`src/rtl/ddr2_cs_pkg.sv`:
```
package ddr2_cs_pkg;

  typedef enum logic [2:0] {
    CMD_NOP = 3'd0,
    CMD_ACT = 3'd1,
    CMD_RD  = 3'd2,
    CMD_WR  = 3'd3,
    CMD_PRE = 3'd4,
    CMD_WRA = 3'd5
  } cmd_e;

  // picoseconds to whole cycles, fraction rounded up
  function automatic int unsigned ps_to_cyc(input int unsigned t_ps, input int unsigned clk_ps);
    return (t_ps + clk_ps - 1) / clk_ps;
  endfunction

  // auto-precharge write delay: each term rounded on its own
  function automatic int unsigned ap_write_cyc(input int unsigned data_end, input int unsigned wr_ps,
                                               input int unsigned rp_ps, input int unsigned clk_ps);
    return data_end + ps_to_cyc(wr_ps, clk_ps) + ps_to_cyc(rp_ps, clk_ps);
  endfunction

endpackage

```
`src/rtl/cs_down_timer.sv`:
```
// Countdown that reports clear once GAP cycles have passed since the last load.
module cs_down_timer #(
  parameter int unsigned GAP = 2
) (
  input  logic clk,
  input  logic rst_n,
  input  logic load,
  output logic clear
);
  localparam int W = (GAP > 1) ? $clog2(GAP) : 1;
  localparam logic [W-1:0] LD = W'((GAP > 0) ? GAP - 1 : 0);

  logic [W-1:0] cnt;
  logic [W-1:0] dec;

  assign dec   = (cnt == '0) ? '0 : cnt - 1'b1;
  assign clear = (cnt == '0);

  always_ff @(posedge clk or negedge rst_n) begin
    if (!rst_n)                 cnt <= '0;
    else if (load && LD >= dec) cnt <= LD;
    else                        cnt <= dec;
  end
endmodule

```
`src/rtl/cs_act_window.sv`:
```
// Rolling history of the last LIMIT activates as countdowns; oldest blocks when live.
module cs_act_window #(
  parameter int unsigned LIMIT = 4,
  parameter int unsigned GAP   = 13
) (
  input  logic clk,
  input  logic rst_n,
  input  logic push,
  output logic open
);
  localparam int W = (GAP > 1) ? $clog2(GAP) : 1;
  localparam logic [W-1:0] LD = W'((GAP > 0) ? GAP - 1 : 0);

  logic [W-1:0] slot [LIMIT];

  function automatic logic [W-1:0] dec(input logic [W-1:0] v);
    return (v == '0) ? '0 : v - 1'b1;
  endfunction

  assign open = (slot[LIMIT-1] == '0);

  always_ff @(posedge clk or negedge rst_n) begin
    if (!rst_n) begin
      for (int i = 0; i < LIMIT; i++) slot[i] <= '0;
    end else if (push) begin
      slot[0] <= LD;
      for (int i = 1; i < LIMIT; i++) slot[i] <= dec(slot[i-1]);
    end else begin
      for (int i = 0; i < LIMIT; i++) slot[i] <= dec(slot[i]);
    end
  end
endmodule

```
`src/rtl/cs_bank_guard.sv`:
```
// Per-bank timers: read-to-precharge, write recovery, auto-precharge write delay.
module cs_bank_guard #(
  parameter int unsigned RTP_CYC = 3,
  parameter int unsigned WREC_CYC = 11,
  parameter int unsigned DAL_CYC = 16
) (
  input  logic clk,
  input  logic rst_n,
  input  logic rd_hit,
  input  logic wr_hit,
  input  logic wra_hit,
  output logic pre_ok,
  output logic act_ok
);
  logic rtp_clear, wrec_clear;

  cs_down_timer #(.GAP(RTP_CYC)) u_rtp (
    .clk(clk), .rst_n(rst_n), .load(rd_hit), .clear(rtp_clear));

  cs_down_timer #(.GAP(WREC_CYC)) u_wrec (
    .clk(clk), .rst_n(rst_n), .load(wr_hit), .clear(wrec_clear));

  cs_down_timer #(.GAP(DAL_CYC)) u_dal (
    .clk(clk), .rst_n(rst_n), .load(wra_hit), .clear(act_ok));

  assign pre_ok = rtp_clear && wrec_clear;
endmodule

```
`src/rtl/ddr2_cmd_spacer.sv`:
```
module ddr2_cmd_spacer
  import ddr2_cs_pkg::*;
#(
  parameter int unsigned CLK_PS      = 3000,
  parameter int unsigned NUM_BANKS   = 8,
  parameter int unsigned ACT_LIMIT   = 4,
  parameter int unsigned WDATA_END   = 6,
  parameter int unsigned T_RRD_PS    = 7500,
  parameter int unsigned T_FAW_PS    = 37500,
  parameter int unsigned T_WTR_PS    = 7500,
  parameter int unsigned T_RTP_PS    = 7500,
  parameter int unsigned T_WR_PS     = 15000,
  parameter int unsigned T_RP_PS     = 15000,
  localparam int BANK_W = (NUM_BANKS > 1) ? $clog2(NUM_BANKS) : 1
) (
  input  logic              clk,
  input  logic              rst_n,
  input  logic              req_valid,
  input  logic [2:0]        req_cmd,
  input  logic [BANK_W-1:0] req_bank,
  output logic              req_ready,
  output logic [2:0]        dram_cmd,
  output logic [BANK_W-1:0] dram_bank
);
  localparam int unsigned RRD_CYC  = ps_to_cyc(T_RRD_PS, CLK_PS);
  localparam int unsigned FAW_CYC  = ps_to_cyc(T_FAW_PS, CLK_PS);
  localparam int unsigned WTR_CYC  = WDATA_END + ps_to_cyc(T_WTR_PS, CLK_PS);
  localparam int unsigned RTP_CYC  = ps_to_cyc(T_RTP_PS, CLK_PS);
  localparam int unsigned WREC_CYC = WDATA_END + ps_to_cyc(T_WR_PS, CLK_PS);
  localparam int unsigned DAL_CYC  = ap_write_cyc(WDATA_END, T_WR_PS, T_RP_PS, CLK_PS);

  // decoded proposal
  logic is_act, is_rd, is_wr, is_wra, is_pre, is_known;
  assign is_act   = (req_cmd == CMD_ACT);
  assign is_rd    = (req_cmd == CMD_RD);
  assign is_wr    = (req_cmd == CMD_WR);
  assign is_wra   = (req_cmd == CMD_WRA);
  assign is_pre   = (req_cmd == CMD_PRE);
  assign is_known = (req_cmd <= 3'd5);

  // named acceptance events
  logic fire, act_fire, rd_fire, wr_any_fire, wra_fire;
  assign fire        = req_valid && req_ready;
  assign act_fire    = fire && is_act;
  assign rd_fire     = fire && is_rd;
  assign wr_any_fire = fire && (is_wr || is_wra);
  assign wra_fire    = fire && is_wra;

  // device-wide rules
  logic rrd_clear, faw_open, wtr_clear;

  cs_down_timer #(.GAP(RRD_CYC)) u_rrd (
    .clk(clk), .rst_n(rst_n), .load(act_fire), .clear(rrd_clear));

  cs_act_window #(.LIMIT(ACT_LIMIT), .GAP(FAW_CYC)) u_faw (
    .clk(clk), .rst_n(rst_n), .push(act_fire), .open(faw_open));

  cs_down_timer #(.GAP(WTR_CYC)) u_wtr (
    .clk(clk), .rst_n(rst_n), .load(wr_any_fire), .clear(wtr_clear));

  // per-bank rules
  logic [NUM_BANKS-1:0] act_ok_b, pre_ok_b;

  for (genvar b = 0; b < NUM_BANKS; b++) begin : g_bank
    logic hit;
    assign hit = fire && (req_bank == BANK_W'(b));
    cs_bank_guard #(.RTP_CYC(RTP_CYC), .WREC_CYC(WREC_CYC), .DAL_CYC(DAL_CYC)) u_guard (
      .clk(clk), .rst_n(rst_n),
      .rd_hit(hit && is_rd), .wr_hit(hit && (is_wr || is_wra)), .wra_hit(hit && is_wra),
      .pre_ok(pre_ok_b[b]), .act_ok(act_ok_b[b]));
  end

  always_comb begin
    req_ready = 1'b1;
    if (is_act)      req_ready = rrd_clear && faw_open && act_ok_b[req_bank];
    else if (is_rd)  req_ready = wtr_clear;
    else if (is_pre) req_ready = pre_ok_b[req_bank];
  end

  assign dram_cmd  = (fire && is_known) ? req_cmd  : 3'(CMD_NOP);
  assign dram_bank = (fire && is_known) ? req_bank : '0;
endmodule

```
`config.mk`:
```
export PLATFORM = sky130hd
export DESIGN_NAME = ddr2_cmd_spacer
export DESIGN_NICKNAME = d
export VERILOG_FILES = /design/src/rtl/ddr2_cs_pkg.sv /design/src/rtl/cs_down_timer.sv /design/src/rtl/cs_act_window.sv /design/src/rtl/cs_bank_guard.sv /design/src/rtl/ddr2_cmd_spacer.sv
export SDC_FILE = /design/constraint.sdc
export NUM_CORES = 1
export LEC_CHECK = 0
export ABC_CLOCK_PERIOD_IN_PS = 1900
export BUFFER_PORTS_ARGS = -buffer_cell sky130_fd_sc_hd__buf_2
export CAP_MARGIN = 10
export CORE_MARGIN = 5
export CORE_UTILIZATION = 55
export CTS_BUF_LIST = sky130_fd_sc_hd__clkbuf_16
export CTS_CLUSTER_DIAMETER = 40
export DETAILED_ROUTE_END_ITERATION = 12
export PLACE_DENSITY = 0.73
export SETUP_SLACK_MARGIN = 0.4
export SLEW_MARGIN = 5
export SYNTH_ARGS = -nofsm -noshare
export SYNTH_HDL_FRONTEND = slang
export SYNTH_SLANG_ARGS = --single-unit
```
`constraint.sdc`:
```
create_clock -name clk -period 1.9 [get_ports clk]
set_input_delay 0.095 -clock clk [delete_from_list [all_inputs] [get_ports clk]]
set_output_delay 0.095 -clock clk [all_outputs]
set_load 0.01 [all_outputs]
```
==> impl_metrics.py <==
metrics = {
    "flow_run": {
        "max-cap-violations": 0,
    },
    "layout": {
        "multiInputGateArea_um2": 2230,
        "num-fill-cells": 627,
        "drive_gt1_share_pct": 21.9,
        "seqCellArea_um2": 2550,
        "nets": 561,
        "antenna_cells": 0,
        "layout.cell_area.non_filler_um2": 5820,
        "syn_to_final_growth_pct": 22.8,
    },
    "clock_network": {
        "cts_buffer_depth": 2,
        "numCtsBuffers": 9,
        "cts_tree": "built",
        "clockRootBuffer": "clkbuf_16",
        "cts_sinks": 102,
        "htree_levels": 3,
        "clock_latency_ns": 0.34,
        "cts.clk_slew.worst_paths_ns": 0.07,
    },
    "floorplanning": {
        "initial_core_util_pct": 57.1,
        "dieArea_um2": 10600,
        "rows": 33,
        "ios": 16,
        "fp.dieW_um": 103,
        "die_y_um": 103,
        "fp.coreArea_um2": 8300,
    },
    "synth": {
        "synthArstFlopShare_pct": 100,
        "synth_edf_count": 0,
        "syn_nets": 495,
        "synth_warnings": 0,
        "ys.flop_type": "dfrtp_1",
        "ys_types": 51,
        "avgSynthCellArea_um2": 9.75,
        "yosysSeqAreaShare_pct": 53.9,
        "synth_top_area_share_pct": 53.9,
        "synth_most_common_cell": "dfrtp_1",
        "syn_area_um2": 4740,
        "synth.area.top_cells": "dfrtp_1 54%, nor3_1 4.8%, nand2_1 4.5%",
        "ys_top_cells_by_count": "102 x dfrtp_1, 57 x nand2_1, 49 x nor2_1, 45 x nor3_1, 27 x o21ai_0",
        "postSynthCellCount": 486,
        "yosysTopAreaCell": "dfrtp_1",
        "yosys_register_bits": 102,
    },
    "place": {
        "dp_hpwl_mm": 7.45,
        "dpl_cell_area_um2": 5260,
        "port_buffers": 15,
        "gp_congestion": 0.877,
    },
    "power": {
        "power_frac_clock_pct": 39.5,
        "irDropWorstVdd_mv": 0.531,
        "share_comb_of_total_power_pct": 14.5,
        "p_sw_w": 0.00130,
        "power.density_nw_per_um2": 900,
        "seqPwrFrac_pct": 45.9,
        "p_leak_nw": 2.84,
        "power_w": 0.00524,
        "netSwitchingFraction_pct": 24.8,
        "internal-power_w": 0.00394,
    },
    "sta": {
        "report.final.setup_viol": 18,
        "rsz0062_at_grt": "true",
        "worstMarginPinSlew_ns": 0.616,
        "period_needed_ns": 2.18,
        "slew-limit-headroom_pct": 58.9,
        "timing.fmax_mhz": 459,
        "worst_clock_skew_ns": 0.00696,
        "finalHoldViolations": 0,
        "finalCritPeriodShare_pct": 115,
        "drv_slew": 0,
        "fin_ws_ns": -0.279,
    },
    "run_status": {
        "status": "finished with violations",
        "violations": "negative setup slack",
    },
    "grt": {
        "overflow": 0,
        "track_usage_pct": 22.4,
        "grt_first_pass_wirelength_mm": 18.5,
        "grt_antenna_before_repair": 0,
        "grt_max_degree": 40,
        "grt_pass1_vias": 3894,
    },
    "setup_path": {
        "worstPathMaxFanout": 7,
        "cp-start-kind": "register",
        "worstPathArrival_ns": 2.08,
        "r2r_slack_ns": -0.11,
        "crit_type": "register to output pin",
        "cp.required_ns": 1.80,
        "end_kind": "output pin",
    },
    "drt": {
        "vias_per_cell": 5.99,
        "wl_per_cell_um": 16.2,
        "ant_nets": 0,
        "drt_wl_total_mm": 10.7,
        "first_pass_iters": 5,
        "route.detailed.drc": 0,
        "drt_iter0_drc": 203,
        "vias": 3966,
    },
    "min_path": {
        "holdCritPathClass": "input pin to register",
    },
}
==> worst paths after layout <==
kind                                           startpoint                         endpoint  depth (start not counted)
min                                             req_valid                   u_faw.slot[13]                          2
min reg2reg                                  u_rrd.cnt[0]                     u_rrd.cnt[0]                          1
max reg2reg                g_bank[3].u_guard.u_dal.cnt[0]                    u_faw.slot[4]                          7
min in group asynchronous                           rst_n   g_bank[0].u_guard.u_rtp.cnt[0]                          2
max                                          u_wtr.cnt[0]                      dram_cmd[0]                          7
max in group asynchronous                           rst_n  g_bank[7].u_guard.u_wrec.cnt[1]                          3
==> cell usage in the layout (no fill, tap or decap), drive strengths merged, types with 11 or more instances in the layout <==
cell / count
a21oi: 26
buf: 62
dfrtp: 102
inv: 12
nand2: 57
nand3: 17
nor2: 49
nor3: 45
nor3b: 15
nor4: 12
o211ai: 11
o21ai: 29
or2: 12
==> stage by stage <==
stage	util, %	std cells	TNS [ns]	setup slack, ns	hold slack (ns)
4_1_cts	68.7	656	-1.85	-0.316	0.132
5_1_grt	70.1	662	-4.34	-0.341	0.155
3_3_place_gp	63.4	634	0	0.0277	0.107
2_1_floorplan	-	486	0	0.208	-0.201
6_report	70.1	662	-2.46	-0.279	0.146
3_5_place_dp	63.4	634	-0.0143	-0.00785	0.111
==> logic make-up (layout without fill, tap and decap cells) <==
family	count (synthesis)	in the layout	share of synthesized area [%]
compound gates	115	115	16.7
flops	102	102	53.9
mux	10	10	2.16
simple gates	239	239	25.4
buf+inv	20	91	1.90
==> layer usage <==
layer	part of all wire, %	global-route usage, %	up-vias
li1	-	-	1915
met1	44	30.0	1946
met2	51	37.5	92
met3	4.2	4.67	13
met4	1.0	5.78	0
met5	0	0	-
==> final cells by class <==
| cell class | instances | area share (%) |
|---|---|---|
| Sequential cell | 102 | 43.9 |
| Multi-Input combinational cell | 364 | 38.4 |
| Timing Repair Buffer | 63 | 8.84 |
| Clock buffer | 9 | 3.87 |
| Tap cell | 105 | 2.26 |
| Clock inverter | 7 | 1.91 |
| Inverter | 12 | 0.860 |
==> what timing repair did <==
action,4_1_cts,5_1_grt
hold endpoints to repair,37,0
hold buffers,1,0
gates resized for setup,11,16
setup buffers,5,6
pin swaps,7,5
setup endpoints to repair,43,40
==> critical path, stage by stage, from the launching register on <==
cell and delay [ns]:
dfrtp_1 0.38, or3_4 0.39, o211a_1 0.24, o21bai_2 0.15, a32oi_2 0.15, buf_12 0.16
nor3b_2 0.13, buf_2 0.14
==> power by group through the flow <==
stage | clock network, W | logic, W | registers [W]
floorplan | 0 | 0.000402 | 0.00243
global placement | 0 | 0.000636 | 0.00243
detailed placement | 0 | 0.000654 | 0.00244
CTS | 0.00210 | 0.000712 | 0.00240
global route | 0.00219 | 0.000847 | 0.00242
finish | 0.00207 | 0.000762 | 0.00241
==> registers in the layout (all words and copies together), names as in the netlist <==
signal / count
g_bank.u_guard.u_dal.cnt: 32
g_bank.u_guard.u_rtp.cnt: 16
g_bank.u_guard.u_wrec.cnt: 32
u_faw.slot: 16
u_rrd.cnt: 2
u_wtr.cnt: 4
(Power assumes the default switching activity.)
